<file path="config.mk">
export PLATFORM = sky130hd
export DESIGN_NAME = pll_divider_chain
export DESIGN_NICKNAME = d
export VERILOG_FILES = /design/src/rtl/pll_div_pkg.sv /design/src/rtl/pll_regs.sv /design/src/rtl/presc_div.sv /design/src/rtl/post_div.sv /design/src/rtl/pfd_ctrl.sv /design/src/rtl/pll_divider_chain.sv
export SDC_FILE = /design/constraint.sdc
export NUM_CORES = 1
export LEC_CHECK = 0
export ABC_AREA = 1
export BUFFER_PORTS_ARGS = -buffer_cell sky130_fd_sc_hd__buf_2
export CAP_MARGIN = 20
export CORE_UTILIZATION = 50
export DETAILED_ROUTE_END_ITERATION = 10
export PLACE_DENSITY = 0.68
export SLEW_MARGIN = 15
export SYNTH_ARGS = -nofsm -noshare
export SYNTH_HDL_FRONTEND = slang
export SYNTH_SLANG_ARGS = --single-unit
</file>
<file path="constraint.sdc">
create_clock -name clk -period 3.3 [get_ports clk]
set_input_delay 0.165 -clock clk [delete_from_list [all_inputs] [get_ports clk]]
set_output_delay 0.165 -clock clk [all_outputs]
set_load 0.02 [all_outputs]
</file>
<file path="src/rtl/pll_div_pkg.sv">
package pll_div_pkg;
    localparam int DATA_W = 8;
    localparam int CODE_W = 6;
    localparam int P_W    = 2;
    localparam int Q_W    = 3;

    localparam logic [DATA_W-CODE_W-1:0] N_FIXED = '1;
    localparam logic [DATA_W-CODE_W-1:0] M_FIXED = '0;
    localparam logic [DATA_W-P_W-1:0]    P_FIXED = 6'b111100;

    typedef enum logic [1:0] {
        REG_N    = 2'd0,
        REG_M    = 2'd1,
        REG_P    = 2'd2,
        REG_CTRL = 2'd3
    } reg_addr_t;

    typedef enum logic [1:0] {
        PFD_IDLE = 2'd0,
        PFD_UP   = 2'd1,
        PFD_DN   = 2'd2
    } pfd_state_t;

    typedef enum logic {
        POST_LOW  = 1'b0,
        POST_HIGH = 1'b1
    } post_state_t;

    typedef struct packed {
        logic [CODE_W-1:0] n_code;
        logic [CODE_W-1:0] m_code;
        logic [P_W-1:0]    p_code;
        logic [Q_W-1:0]    q_code;
        logic              sel_alt;
    } pll_cfg_t;
endpackage

</file>
<file path="src/rtl/pll_regs.sv">
module pll_regs
    import pll_div_pkg::*;
(
    input  logic              clk,
    input  logic              rst,
    input  logic              wr_en,
    input  logic [1:0]        addr,
    input  logic [DATA_W-1:0] wr_data,
    output pll_cfg_t          cfg,
    output logic [DATA_W-1:0] rd_data
);
    localparam int CTRL_PAD = DATA_W - Q_W - 1;

    reg_addr_t sel_addr;
    assign sel_addr = reg_addr_t'(addr);

    always_ff @(posedge clk) begin
        if (rst) begin
            cfg <= '0;
        end else if (wr_en) begin
            unique case (sel_addr)
                REG_N:    cfg.n_code <= wr_data[CODE_W-1:0];
                REG_M:    cfg.m_code <= wr_data[CODE_W-1:0];
                REG_P:    cfg.p_code <= wr_data[P_W-1:0];
                REG_CTRL: begin
                    cfg.q_code  <= wr_data[Q_W-1:0];
                    cfg.sel_alt <= wr_data[Q_W];
                end
            endcase
        end
    end

    always_comb begin
        unique case (sel_addr)
            REG_N:    rd_data = {N_FIXED, cfg.n_code};
            REG_M:    rd_data = {M_FIXED, cfg.m_code};
            REG_P:    rd_data = {P_FIXED, cfg.p_code};
            REG_CTRL: rd_data = {{CTRL_PAD{1'b0}}, cfg.sel_alt, cfg.q_code};
        endcase
    end

    AST_CFG_HOLD: assert property (@(posedge clk) disable iff (rst) !wr_en |=> $stable(cfg));
endmodule

</file>
<file path="src/rtl/presc_div.sv">
module presc_div #(
    parameter int CODE_W      = 6,
    parameter int SYNC_STAGES = 2
) (
    input  logic              clk,
    input  logic              rst,
    input  logic              clk_in,
    input  logic [CODE_W-1:0] code,
    output logic              div_out,
    output logic              div_rise
);
    localparam int CNT_W = CODE_W + 1;
    localparam logic [CNT_W-1:0] LIM_MAX = CNT_W'(1 << CODE_W);

    logic [SYNC_STAGES:0] sync_q;
    logic                 ev;
    logic [CNT_W-1:0]     cnt_q, lim_q;
    logic [CNT_W-1:0]     cnt_n, lim_n, rat_n, new_lim;
    logic                 wrap, out_n, out_q, rise_q;

    always_ff @(posedge clk) begin
        if (rst) sync_q <= '0;
        else     sync_q <= {sync_q[SYNC_STAGES-1:0], clk_in};
    end
    assign ev = sync_q[SYNC_STAGES-1] & ~sync_q[SYNC_STAGES];

    always_comb begin
        new_lim = LIM_MAX - {1'b0, code};
        wrap    = (cnt_q == lim_q);
        cnt_n   = wrap ? '0 : cnt_q + 1'b1;
        lim_n   = wrap ? new_lim : lim_q;
        rat_n   = lim_n + 1'b1;
        if (lim_n[0]) out_n = (cnt_n < (rat_n >> 1));
        else          out_n = (cnt_n == '0);
    end

    always_ff @(posedge clk) begin
        if (rst) begin
            cnt_q  <= '0;
            lim_q  <= '0;
            out_q  <= 1'b0;
            rise_q <= 1'b0;
        end else begin
            rise_q <= 1'b0;
            if (ev) begin
                cnt_q  <= cnt_n;
                lim_q  <= lim_n;
                out_q  <= out_n;
                rise_q <= out_n & ~out_q;
            end
        end
    end

    assign div_out  = out_q;
    assign div_rise = rise_q;

    AST_PRESC_CNT_RANGE: assert property (@(posedge clk) disable iff (rst) cnt_q <= lim_q);
    AST_PRESC_HOLD: assert property (@(posedge clk) disable iff (rst) !ev |=> $stable(div_out));
    AST_PRESC_RISE_AT_WRAP: assert property (@(posedge clk) disable iff (rst) div_rise |-> (cnt_q == '0));
endmodule

</file>
<file path="src/rtl/post_div.sv">
module post_div
    import pll_div_pkg::*;
#(
    parameter int PW = 2,
    parameter int QW = 3
) (
    input  logic          clk,
    input  logic          rst,
    input  logic [PW-1:0] p_code,
    input  logic [QW-1:0] q_code,
    output logic          post_out
);
    localparam int PRE_W = (1 << PW) - 1;

    post_state_t      state_q, state_n;
    logic [PRE_W-1:0] pre_cnt, pre_lim;
    logic [QW-1:0]    half_cnt, q_lat;
    logic [PW-1:0]    p_lat;
    logic             tick, half_end, reload;

    always_comb begin
        pre_lim  = PRE_W'((1 << p_lat) - 1);
        tick     = (pre_cnt == pre_lim);
        half_end = tick && (half_cnt == q_lat);
        reload   = half_end && (state_q == POST_LOW);
    end

    always_comb begin
        state_n = state_q;
        unique case (state_q)
            POST_LOW:  if (half_end) state_n = POST_HIGH;
            POST_HIGH: if (half_end) state_n = POST_LOW;
        endcase
    end

    always_ff @(posedge clk) begin
        if (rst) state_q <= POST_LOW;
        else     state_q <= state_n;
    end

    always_ff @(posedge clk) begin
        if (rst) begin
            pre_cnt  <= '0;
            half_cnt <= '0;
            p_lat    <= '0;
            q_lat    <= '0;
        end else begin
            pre_cnt <= tick ? '0 : pre_cnt + 1'b1;
            if (half_end)  half_cnt <= '0;
            else if (tick) half_cnt <= half_cnt + 1'b1;
            if (reload) begin
                p_lat <= p_code;
                q_lat <= q_code;
            end
        end
    end

    assign post_out = (state_q == POST_HIGH);

    AST_POST_CODE_HELD: assert property (@(posedge clk) disable iff (rst) !reload |=> ($stable(p_lat) && $stable(q_lat)));
    AST_POST_TOGGLE_AT_HALF: assert property (@(posedge clk) disable iff (rst) !half_end |=> $stable(post_out));
endmodule

</file>
<file path="src/rtl/pfd_ctrl.sv">
module pfd_ctrl
    import pll_div_pkg::*;
(
    input  logic clk,
    input  logic rst,
    input  logic ref_rise,
    input  logic fb_rise,
    output logic up,
    output logic dn
);
    pfd_state_t state_q, state_n;

    always_comb begin
        state_n = state_q;
        unique case (state_q)
            PFD_IDLE: begin
                if (ref_rise && !fb_rise)      state_n = PFD_UP;
                else if (fb_rise && !ref_rise) state_n = PFD_DN;
            end
            PFD_UP:   if (fb_rise)  state_n = PFD_IDLE;
            PFD_DN:   if (ref_rise) state_n = PFD_IDLE;
            default:  state_n = PFD_IDLE;
        endcase
    end

    always_ff @(posedge clk) begin
        if (rst) state_q <= PFD_IDLE;
        else     state_q <= state_n;
    end

    always_comb begin
        up = 1'b0;
        dn = 1'b0;
        unique case (state_q)
            PFD_UP:  up = 1'b1;
            PFD_DN:  dn = 1'b1;
            default: ;
        endcase
    end

    AST_PFD_UP_CLEARS: assert property (@(posedge clk) disable iff (rst) (up && fb_rise) |=> (!up && !dn));
    AST_PFD_DN_CLEARS: assert property (@(posedge clk) disable iff (rst) (dn && ref_rise) |=> (!up && !dn));
    AST_PFD_UP_HOLDS: assert property (@(posedge clk) disable iff (rst) (up && !fb_rise) |=> up);
endmodule

</file>
<file path="src/rtl/pll_divider_chain.sv">
module pll_divider_chain
    import pll_div_pkg::*;
#(
    parameter int SYNC_STAGES = 2
) (
    input  logic              clk,
    input  logic              rst,
    input  logic              ref_in,
    input  logic              fb_in,
    input  logic              alt_clk,
    input  logic              wr_en,
    input  logic [1:0]        addr,
    input  logic [DATA_W-1:0] wr_data,
    output logic [DATA_W-1:0] rd_data,
    output logic              ref_div,
    output logic              fb_div,
    output logic              pfd_up,
    output logic              pfd_dn,
    output logic              post_out,
    output logic              clk_out
);
    localparam int NUM_PRESC = 2;

    pll_cfg_t           cfg;
    logic [NUM_PRESC-1:0] raw_in, div_vec, rise_vec;
    logic [CODE_W-1:0]    codes [NUM_PRESC];

    pll_regs u_regs (
        .clk     (clk),
        .rst     (rst),
        .wr_en   (wr_en),
        .addr    (addr),
        .wr_data (wr_data),
        .cfg     (cfg),
        .rd_data (rd_data)
    );

    assign raw_in   = {fb_in, ref_in};
    assign codes[0] = cfg.n_code;
    assign codes[1] = cfg.m_code;

    for (genvar g = 0; g < NUM_PRESC; g++) begin : g_presc
        presc_div #(
            .CODE_W      (CODE_W),
            .SYNC_STAGES (SYNC_STAGES)
        ) u_presc (
            .clk      (clk),
            .rst      (rst),
            .clk_in   (raw_in[g]),
            .code     (codes[g]),
            .div_out  (div_vec[g]),
            .div_rise (rise_vec[g])
        );
    end

    assign ref_div = div_vec[0];
    assign fb_div  = div_vec[1];

    pfd_ctrl u_pfd (
        .clk      (clk),
        .rst      (rst),
        .ref_rise (rise_vec[0]),
        .fb_rise  (rise_vec[1]),
        .up       (pfd_up),
        .dn       (pfd_dn)
    );

    post_div #(
        .PW (P_W),
        .QW (Q_W)
    ) u_post (
        .clk      (clk),
        .rst      (rst),
        .p_code   (cfg.p_code),
        .q_code   (cfg.q_code),
        .post_out (post_out)
    );

    assign clk_out = cfg.sel_alt ? alt_clk : post_out;
endmodule

</file>
==> run metrics, run 1 <==
Post-Place Worst Slack=414 ps; Setup WS post-layout=434 ps; syn_nets=639; Post-route DRC=0; share of cells above drive strength 1=11.7%; crit-path cells=inv_2 > nand2_1 > nand2_1 > inv_1 > nand2_1 > nor2_1 > nand2_2 > nand2_1 > o21ai_0 > inv_1 > ha_1 > nand2_1 > nor2_2 > nand3_1 > nand2_1 > nand2_1 > ha_1 > nand2_1 > nor2_1 > nand2_1 > nand2_1 > nand2_1 > nand2_1 > nand2_1; Worst Path Required=3550 ps; clock skew=10.8 ps; Nets=662; drt pass-1 iters=4; Netlist Area Pre-Place=4090 um2; multiplexer share of the synthesized area=0%; Peak VDD IR=0.429 mV; die height=92.4 um; area of the core=7810 um2; critical path fanouts, max=10; num ports=30; Initial Util=52.3%; Final setup viols=0; Synth Register Bits=70; Hold Violations, Final=0; number of flops mapped to enable cells by yosys=0; First DRT Iteration DRCs=98; Cell Area, Placed=4260 um2; Synth Area in Compound Gates=18.0%; Largest stage delay, worst path=520 ps; WL final=8.71 mm; WS Path Type=flip-flop to flip-flop; Avg WL per Cell=11.9 um; WHS=14.9 ps; Final Wtd Congestion=0.906; Die Wd=92.4 um; final-report max-slew violation count=0; Period minus WS final=2870 ps; sequential fraction of the synthesis area=34.3%; Crit path arrival time=3110 ps; die area=8540 um2; vias in the first global route=3364; FFs w/ async S/R, synth=0%; Crit. End Element=flip-flop; slew of the pin with the lowest slew margin=685 ps; cts hold-fix bufs=0; Clock Tree Root=clkbuf_8; insertion delay to the later sink of the worst-skew pair=350 ps; via/cell ratio=5.11; Layout area overhead=10.9%; status=complete, no violations; Rows=32; Synth Area in Simple Gates=24.4%; Core Util, Final=58.0%; Final Cell Area=4530 um2; Setup TNS Final=0 ps; RSZ-0062 raised after global routing=false; # diodes=0; Pwr Total=2.58 mW; Syn Inst Count=604; type of origin of the critical path=flip-flop; period utilization=86.9%; htree depth=3; Buf/Inv on CP=3; Top cell by count, worst path=nand2_1; yosys warns=0; slew margin rel.=54.3%; CTS buffer count=9; adder-cell share of the synthesized area=5.82%; leakage power=2.21 nW; first-pass GRT wire length=15.2 mm; XOR/XNOR Fraction of Synth Area=5.79%; initial antenna violation count=0; Syn Area/Cell=6.77 um2; Unique masters post-synth=33; Vias=3750; number of buffers added on ports=27; clk buf depth=2; Fmax=349 MHz; Cell Pwr Density=569 nW/um2; Primary FF master, synth=dfxtp_1; # placed instances=717; Sink Count=70; family with the most delay on the worst path=simple AND/OR/NAND/NOR gates; largest family of logic cells by synthesized area=simple AND/OR/NAND/NOR gates; pin count of the biggest net entering global routing=44; Finished Layout Cells=734; total of max-cap violations=0; Worst Hold Class=primary input to flip-flop; CTS clk-pin slew, worst paths=80 ps; post-CTS setup buffer count=0; Antenna Nets Post-Route=0; Tot GR Track Use=22.4%; dpl hpwl=6.42 mm; Worst path slowest cell=dfxtp_1; GRT overflow=0; CTS tree=done
==> area by class of cell <==
cell class	count	area (um2)
Clock buffer	11	141
Clock inverter	5	106
Fill cell	792	3280
Inverter	101	379
Multi-Input combinational cell	415	2210
Sequential cell	70	1400
Tap cell	102	128
Timing Repair Buffer	30	165
==> layer usage <==
layer	track usage, %	vias to the layer above	wire length [um]
li1	-	1985	-
met1	30.1	1670	4400
met2	35.3	81	3770
met3	4.35	14	382
met4	8.85	0	157
met5	0	-	0
==> sequential cells by signal, indices dropped and copies added (netlist names) <==
register                  cells
u_post.q_lat                  3
u_regs.cfg                   18
u_post.p_lat                  2
g_presc.u_presc.div_out       2
g_presc.u_presc.sync_q        6
g_presc.u_presc.cnt_q        14
u_post.post_out               1
u_post.pre_cnt                3
u_pfd.state_q                 2
g_presc.u_presc.lim_q        14
g_presc.u_presc.div_rise      2
u_post.half_cnt               3
==> final timing paths <==
check	start	to	slack (ps)	depth (start not counted)
min	ref_in	g_presc[0].u_presc.sync_q[0]$_SDFF_PP0_	10	3
max	g_presc[1].u_presc.cnt_q[2]$_SDFFE_PP0P_	g_presc[1].u_presc.div_out$_SDFFE_PP0P_	430	24
min reg2reg	g_presc[1].u_presc.sync_q[0]$_SDFF_PP0_	g_presc[1].u_presc.sync_q[1]$_SDFF_PP0_	410	2
max reg2reg	g_presc[1].u_presc.cnt_q[2]$_SDFFE_PP0P_	g_presc[1].u_presc.div_out$_SDFFE_PP0P_	430	24
==> power breakdown <==
part,switching [mW],internal [mW],total (mW)
Sequential,0.0586,0.921,0.979
Clock,0.333,0.524,0.858
Combinational,0.470,0.271,0.741
==> cell usage after synthesis (2+ instances only) <==
cell | number | area share (%)
inv_1 | 94 | 8.6
a21oi_1 | 54 | 6.6
nand2_4 | 2 | 0.55
a211oi_1 | 3 | 0.55
o21bai_1 | 2 | 0.37
nand2_2 | 7 | 1.1
o21ai_0 | 65 | 8.0
ha_1 | 19 | 5.8
nor2_1 | 60 | 5.5
clkbuf_1 | 12 | 1.1
xnor2_1 | 11 | 2.4
nand3_2 | 2 | 0.49
nand4_1 | 8 | 1.2
inv_2 | 7 | 0.64
buf_4 | 3 | 0.55
nor2_2 | 7 | 1.1
dfxtp_1 | 70 | 34
o21ai_2 | 2 | 0.43
buf_6 | 3 | 0.83
xor2_1 | 16 | 3.4
nor3_1 | 4 | 0.49
o21ai_1 | 2 | 0.24
nand3_1 | 24 | 2.9
nand2_1 | 115 | 11
o221ai_1 | 4 | 0.86
==> worst register-to-register path: cells and delay by family, from the launching register on <==
family	cells	cell delay [ps]
simple gates	18	1510
flops	1	520
fa+ha+maj	2	450
buf+inv	3	210
compound gates	1	80
==> logic make-up after synthesis <==
| group | Yosys count |
|---|---|
| flops | 70 |
| compound gates | 137 |
| fa+ha+maj | 19 |
| buf+inv | 119 |
| simple gates | 232 |
| xor+xnor | 27 |
==> layout by cell type, fill, tap and decap left out, types with 3 or more instances in the layout <==
cell type and instances:
nand2_1 115, inv_1 93, dfxtp_1 70, o21ai_0 65, nor2_1 60, a21oi_1 54, buf_2 27, nand3_1 24
ha_1 19, xor2_1 16, xnor2_1 11, clkbuf_8 10, nand4_1 8, inv_2 7, nand2_2 7, nor2_2 6
o221ai_1 4, nor3_1 4, a211oi_1 3, bufinv_16 3
==> timing repair <==
action,4_1_cts,5_1_grt
endpoints found under the setup margin,0,1
resized for setup,0,1
hold endpoints to repair,0,0
Note: power is estimated with default switching activity, not from simulation.
==> inputs of run 2 (changes only) <==
- BUFFER_PORTS_ARGS: -buffer_cell sky130_fd_sc_hd__buf_2 -> unset
- CTS_BUF_LIST: unset -> sky130_fd_sc_hd__clkbuf_16
- DONT_BUFFER_PORTS: unset -> 1
- PLACE_DENSITY: 0.68 -> unset
- SLEW_MARGIN: 15 -> unset
==> run 2 against run 1 <==
  * Sequential cell count stayed put
  * Register-to-register slack worse by 40 ps
  * Critical path depth is 1 lower
  * Final area is 0.72% lower
  * Clock skew hardly changed
  * Combinational power is 4.9% lower
  * Largest cell class unchanged
  * Highest routed layer unchanged
==> run metrics, run 2 (same netlist as run 1, synthesis figures left out) <==
status=complete, no violations; slew of the pin with the lowest slew margin=910 ps (+225 ps); CTS clk-pin slew, worst paths=60 ps (-20 ps); drt pass-1 iters=4 (unchanged); Hold Violations, Final=0 (unchanged); internal power=1.84 mW (+7.4%); Sink Count=70 (unchanged); M3 GR Usage=6.16% (+1.8 points); leakage power=2.14 nW (-3.0%); Antenna Nets Post-Route=0 (unchanged); WL final=8.93 mm (+2.4%); Top Registers=u_regs.cfg (18), g_presc.u_presc.cnt_q (14), g_presc.u_presc.lim_q (14); max FFs per register=18 (unchanged); critical path fanouts, max=7 (-3); Die Wd=92.4 um (unchanged); clock skew=11.2 ps (+0.478 ps); via/cell ratio=5.12 (+0.15%); Final Wtd Congestion=0.865 (-4.5%); GRT overflow=0 (unchanged); CTS resizes=0 (unchanged); Core Util, Final=57.6% (-0.42 points); Post-route DRC=0 (unchanged); Crit path arrival time=3180 ps (+70 ps); Clock Tree Root=clkbuf_16; slew margin rel.=39.1% (-15 points); Tot GR Track Use=23.5% (+1.0 points); die area=8540 um2 (unchanged); met2 Use GR=37.1% (+1.8 points); Peak VDD IR=0.447 mV (+4.1%); pin count of the biggest net entering global routing=31 (-30%); CTS tree=done; num ports=30 (unchanged); die height=92.4 um (unchanged); Cell Area, Placed=4140 um2 (-3.0%); Initial Util=52.3% (unchanged); number of buffers added on ports=0 (-100%); Fill cells=766 (-3.3%); # diodes=0 (unchanged); First DRT Iteration DRCs=106 (+8.2%); Rows=32 (unchanged); Fmax=344 MHz (-1.5%); sequential share of power=36.1% (-1.9 points); Final Cell Area=4500 um2 (-0.72%); CTS buffer count=9 (unchanged); area of the core=7810 um2 (unchanged); switch share=32.6% (-0.81 points); met1 Usage GRT=31.1% (+0.92 points); commonest non-fill, non-tap cell in the layout=nand2_1; Switching Power=892 uW (+3.5%); clk buf depth=2 (unchanged); final-report max-slew violation count=0 (unchanged); Hold Path Cell Cnt=3 (unchanged); Layout area overhead=10.1%; Worst Path Required=3560 ps (about the same); Period minus WS final=2910 ps (+44.9 ps); Largest Register=u_regs.cfg; total of max-cap violations=0 (unchanged); gr busiest metal=met2; Crit. End Element=flip-flop; Vias=3638 (-3.0%); type of origin of the critical path=flip-flop; period utilization=88.2% (+1.4 points); Gate power share=25.8% (-2.9 points); Setup TNS Final=0 ps (unchanged); r2r worst-path depth=23 (-4.2%); vias in the first global route=3451 (+2.6%); insertion delay to the later sink of the worst-skew pair=330 ps (-20 ps); Final setup viols=0 (unchanged); share of cells above drive strength 1=7.72% (-4.0 points); Nets=639 (-3.5%); dpl hpwl=6.50 mm (+1.1%); first-pass GRT wire length=15.9 mm (+4.6%); htree depth=3 (unchanged); WS Path Type=flip-flop to flip-flop; most frequent cells in the layout=nand2_1, inv_1, dfxtp_1; Avg WL per Cell=12.6 um (+5.8%); RSZ-0062 raised after global routing=false; Clk pwr share=38.1% (+4.8 points); Cell Pwr Density=608 nW/um2 (+6.9%); Worst Hold Class=primary input to flip-flop; initial antenna violation count=0 (unchanged)
==> run 2: timing repair <==
| item | 4_1_cts | 5_1_grt |
|---|---|---|
| buffers inserted | 0 | 0 |
| hold buffers | 4 | 0 |
| hold endpoints to repair | 20 | 0 |
| setup endpoints to repair | 0 | 0 |
==> run 2: worst paths after layout <==
kind,from,to,slack (ps)
max,g_presc[0].u_presc.cnt_q[2]$_SDFFE_PP0P_,g_presc[0].u_presc.div_rise$_SDFF_PP0_,390
min,rst,g_presc[1].u_presc.div_rise$_SDFF_PP0_,10
max reg2reg,g_presc[0].u_presc.cnt_q[2]$_SDFFE_PP0P_,g_presc[0].u_presc.div_rise$_SDFF_PP0_,390
min reg2reg,g_presc[0].u_presc.sync_q[0]$_SDFF_PP0_,g_presc[0].u_presc.sync_q[1]$_SDFF_PP0_,410
==> run 2: stage by stage <==
step	setup WS [ps]	std cells	total power [mW]	hold slack [ps]
final	389	711	2.74	14.7
after CTS	374	711	2.76	5.91
after global placement	498	691	1.69	238
after detailed placement	430	691	1.70	239
after global routing	4.99	711	2.93	9.81
after floorplan	933	604	1.58	272
==> run 2: layout make-up <==
cell class              instances  area (um2)  area share [%]
multi-input cells             415        2200            49.0
flip-flops and latches         70        1400            31.2
inverters                     101         379            8.43
clock buffers                   9         225            5.01
well taps                     102         128            2.84
clock inverters                 7        97.6            2.17
repair buffers                  7        62.6            1.39
==> run 2: power by group through the flow <==
| stage | clock network (mW) | logic, mW | registers, mW |
|---|---|---|---|
| after CTS | 1.06 | 0.709 | 0.988 |
| after detailed placement | 0 | 0.696 | 1.01 |
| final | 1.04 | 0.705 | 0.988 |
| after global routing | 1.11 | 0.817 | 0.998 |
| after floorplan | 0 | 0.588 | 0.990 |
| after global placement | 0 | 0.683 | 1.01 |
==> run 2: critical path, cell delays in order, from the launching register on <==
cell	delay (ps)
dfxtp_1	460
inv_2	60
nand2_2	60
nand2_1	50
nor2_1	80
nand2_1	80
nor2_2	270
buf_4	200
nand2_1	60
o21ai_0	150
inv_1	110
nand3_1	160
nor2_2	60
nand2_1	80
nand2_1	50
nand2_1	80
ha_1	240
a21oi_1	150
nor2_1	70
nor2_2	90
nand2_1	80
nand2_1	60
nand2_1	60
nor2_2	90
==> run 2: metal layers <==
| layer | wire length, um | vias to the layer above |
|---|---|---|
| met4 | 60 | 0 |
| met2 | 3950 | 77 |
| met1 | 4390 | 1608 |
| met5 | 0 | - |
| met3 | 526 | 7 |
| li1 | - | 1946 |
==> inputs of run 3 (changes only) <==
--- a/config.mk
+++ b/config.mk
@@ -14,3 +14,4 @@
 export SYNTH_ARGS = -nofsm -noshare
 export SYNTH_HDL_FRONTEND = slang
+export SYNTH_HIERARCHICAL = 1
 export SYNTH_SLANG_ARGS = --single-unit
==> constraint.sdc (replaced) <==
create_clock -name clk -period 3.3 [get_ports clk]
set_input_delay 0.66 -clock clk [delete_from_list [all_inputs] [get_ports clk]]
set_output_delay 0.66 -clock clk [all_outputs]
set_load 0.02 [all_outputs]
==> run 3 against run 2 <==
  * Combinational power grew 32%
  * First-iteration DRC count up 21%
  * Clock skew fell by 2.7 ps
  * Worst hold slack better by 380 ps
  * Largest power group is now registers
==> run metrics, run 3 <==
slew of the pin with the lowest slew margin=499 ps (-411 ps); Initial Util=51.3% (-1.0 points); Clock Tree Root=clkbuf_16; switch share=35.9% (+3.3 points); Peak VDD IR=0.265 mV (-41%); Synth Area in Compound Gates=12.7% (-5.3 points); Unique masters post-synth=34 (+3.0%); most frequent cells in the layout=nand2_1, inv_1, nor2_1; Crit. End Element=flip-flop; dpl hpwl=7.44 mm (+15%); insertion delay to the later sink of the worst-skew pair=330 ps (about the same); slew margin rel.=66.6% (+27 points); Cell Pwr Density=596 nW/um2 (-2.1%); internal power=1.93 mW (+4.6%); Avg WL per Cell=12.1 um (-4.0%); Switching Power=1.08 mW (+21%); leakage power=2.60 nW (+21%); leading cell type by number of instances after synthesis=nand2_1; top layer in use=met4; Top Registers=u_regs/cfg (18), g_presc.u_presc/cnt_q (14), g_presc.u_presc/lim_q (14); Die Wd=98.9 um (+7.1%); commonest non-fill, non-tap cell in the layout=nand2_1; cts hold-fix bufs=0 (-4); final-report max-slew violation count=0 (unchanged); met3 wire len=313 um (-40%); via/cell ratio=4.95 (-3.3%); number of buffers added on ports=0 (unchanged); Final setup viols=0 (unchanged); # diodes=0 (unchanged); Routed met1 length=4.91 mm (+12%); first-pass GRT wire length=17.4 mm (+9.3%); Worst R2R End=g_presc[0].u_presc/div_out$_SDFFE_PP0P_; multiplexer share of the synthesized area=0% (unchanged); Largest Register=u_regs/cfg; Yosys top cell area share=29.8% (-4.5 points); yosys warns=6 (+6); Netlist Area Pre-Place=4700 um2 (+15%); Final Wtd Congestion=0.819 (-5.3%); Hold Path End=u_pfd/state_q[1]$_SDFFE_PP0P_; critical path fanouts, max=9 (+2); Synth Area in Simple Gates=34.9% (+11 points); Period minus WS final=2780 ps (-130 ps); Nets=751 (+18%); r2r worst-path depth=22 (-4.3%); WS Path Type=flip-flop to flip-flop; FFs w/ async S/R, synth=0% (unchanged); RR Startpoint=g_presc[0].u_presc/cnt_q[2]$_SDFFE_PP0P_; GRT overflow=0 (unchanged); Hold Path Cell Cnt=1 (-2); Setup crit start=g_presc[0].u_presc/cnt_q[2]$_SDFFE_PP0P_; Syn Inst Count=719 (+19%); Worst Hold Class=primary input to flip-flop; share of cells above drive strength 1=11.7% (+3.9 points); Layout area overhead=7.43%; pin count of the biggest net entering global routing=29 (-6.5%); type of origin of the critical path=flip-flop; most frequent cells after synthesis=nand2_1, inv_1, nor2_1, dfxtp_1, o21ai_0; Synth area leader=dfxtp_1; met2 routed WL=4.67 mm (+18%); First DRT Iteration DRCs=128 (+21%); period utilization=84.3% (-3.9 points); initial antenna violation count=0 (unchanged); Clk pwr share=34.5% (-3.6 points); htree depth=3 (unchanged); area of the core=9150 um2 (+17%); sequential share of power=34.4% (-1.7 points); die height=98.9 um (+7.1%); max FFs per register=18 (unchanged); Crit path arrival time=3010 ps (-170 ps); die area=9790 um2 (+15%); adder-cell share of the synthesized area=5.33% (-0.49 points); Setup TNS Final=0 ps (unchanged); reg-to-reg slack, setup=520 ps (+130 ps); hold path startpoint=rst; number of flops mapped to enable cells by yosys=0 (unchanged); clk buf depth=2 (unchanged); WL final=10.0 mm (+12%); Hold Violations, Final=0 (unchanged); CTS clk-pin slew, worst paths=60 ps (about the same); syn_nets=755 (+18%); CTS resizes=0 (unchanged); total of max-cap violations=0 (unchanged); num ports=30 (unchanged); Worst Path Required=3530 ps (-30 ps); sequential fraction of the synthesis area=29.8% (-4.5 points); Gate power share=31.1% (+5.3 points); Post-route DRC=0 (unchanged); Antenna Nets Post-Route=0 (unchanged); CTS buffer count=9 (unchanged); RSZ-0062 raised after global routing=false; Cell Area, Placed=4730 um2 (+14%); Syn Area/Cell=6.53 um2 (-3.4%); status=complete, no violations; Final Cell Area=5050 um2 (+12%); Fill cells=927 (+21%); Rows=35 (+9.4%); Synth area leaders=dfxtp_1, nand2_1, inv_1; Fmax=360 MHz (+4.7%); post-CTS setup buffer count=0 (unchanged); clock skew=8.53 ps (-2.71 ps); largest family of logic cells by synthesized area=simple AND/OR/NAND/NOR gates; Primary FF master, synth=dfxtp_1; Synth Register Bits=70 (unchanged); XOR/XNOR Fraction of Synth Area=4.26% (-1.5 points); drt pass-1 iters=4 (unchanged); CTS tree=done; vias in the first global route=3835 (+11%); Sink Count=70 (unchanged); Vias=4111 (+13%); Tot GR Track Use=22.1% (-1.4 points)
[run 3: cell types whose count changed after synthesis, sizes merged, moves of 13 or more]
cell	previous run	this run
inv	101	130
nand3	26	42
nand2	124	198
o21ai	69	56
nor2	67	96
[run 3: final cells by class]
type	count	area [um2]	area share [%]
multi-input combinational	501	2690	53.2
sequential	70	1400	27.8
timing repair buffer	2	15.0	0.297
inverter	131	492	9.74
tap	111	139	2.75
clock buffer	9	225	4.46
clock inverter	7	88.8	1.76
[run 3: worst max-delay path, stage by stage, from the launching register on]
cell	delay (ps)
dfxtp_1	480
inv_2	40
nand2_1	70
nand2_2	60
nor2_2	130
nand2_2	120
nor2_8	180
nand2_1	90
o21ai_2	120
ha_1	280
nand3_4	100
nor2_2	110
nand2_1	60
nand2_1	70
nand2_1	50
ha_1	270
nand2_1	60
nor2_1	100
nor2_1	50
nand2_1	80
nand3_1	70
nand2_1	60
inv_1	40
[run 3: how the worst max path moves through the flow]
stage / to / slack, ps / cells past startpoint
floorplan: g_presc[0].u_presc/div_out$_SDFFE_PP0P_ / 880 / 22
global placement: g_presc[0].u_presc/div_out$_SDFFE_PP0P_ / 600 / 19
detailed placement: g_presc[0].u_presc/div_out$_SDFFE_PP0P_ / 550 / 22
CTS: g_presc[0].u_presc/div_out$_SDFFE_PP0P_ / 510 / 22
global route: g_presc[0].u_presc/div_out$_SDFFE_PP0P_ / 250 / 19
finish: g_presc[0].u_presc/div_out$_SDFFE_PP0P_ / 520 / 22
[run 3: kinds of logic (layout without fill, tap and decap cells)]
group                    Yosys count  after routing
buffers and inverters            148            149
adder cells (fa/ha/maj)           20             20
XOR/XNOR                          22             22
AO/OA/AOI/OAI                    105            105
AND/OR/NAND/NOR                  354            354
flip-flops                        70             70
[run 3: routing by layer]
| metal | vias to the layer above | GRT usage [%] |
|---|---|---|
| met5 | - | 0 |
| met1 | 1820 | 28.1 |
| met4 | 0 | 7.81 |
| li1 | 2230 | - |
| met2 | 48 | 37.1 |
| met3 | 13 | 4.26 |
[run 3: power by group through the flow]
stage	Clock (mW)	Combinational, mW	Sequential [mW]
finish	1.04	0.934	1.04
global route	1.10	1.07	1.05
CTS	1.07	0.936	1.04
detailed placement	0	0.929	1.05
global placement	0	0.909	1.05
floorplan	0	0.806	1.03
[run 3: stage by stage]
step	power (mW)	cells	setup WS [ps]	hold WS, ps	util (%)
6_report	3.01	831	519	393	55.1
5_1_grt	3.22	831	249	382	55.1
4_1_cts	3.04	831	513	385	55.1
3_5_place_dp	1.98	815	554	392	51.7
3_3_place_gp	1.96	815	605	389	51.7
2_1_floorplan	1.83	719	877	388	-
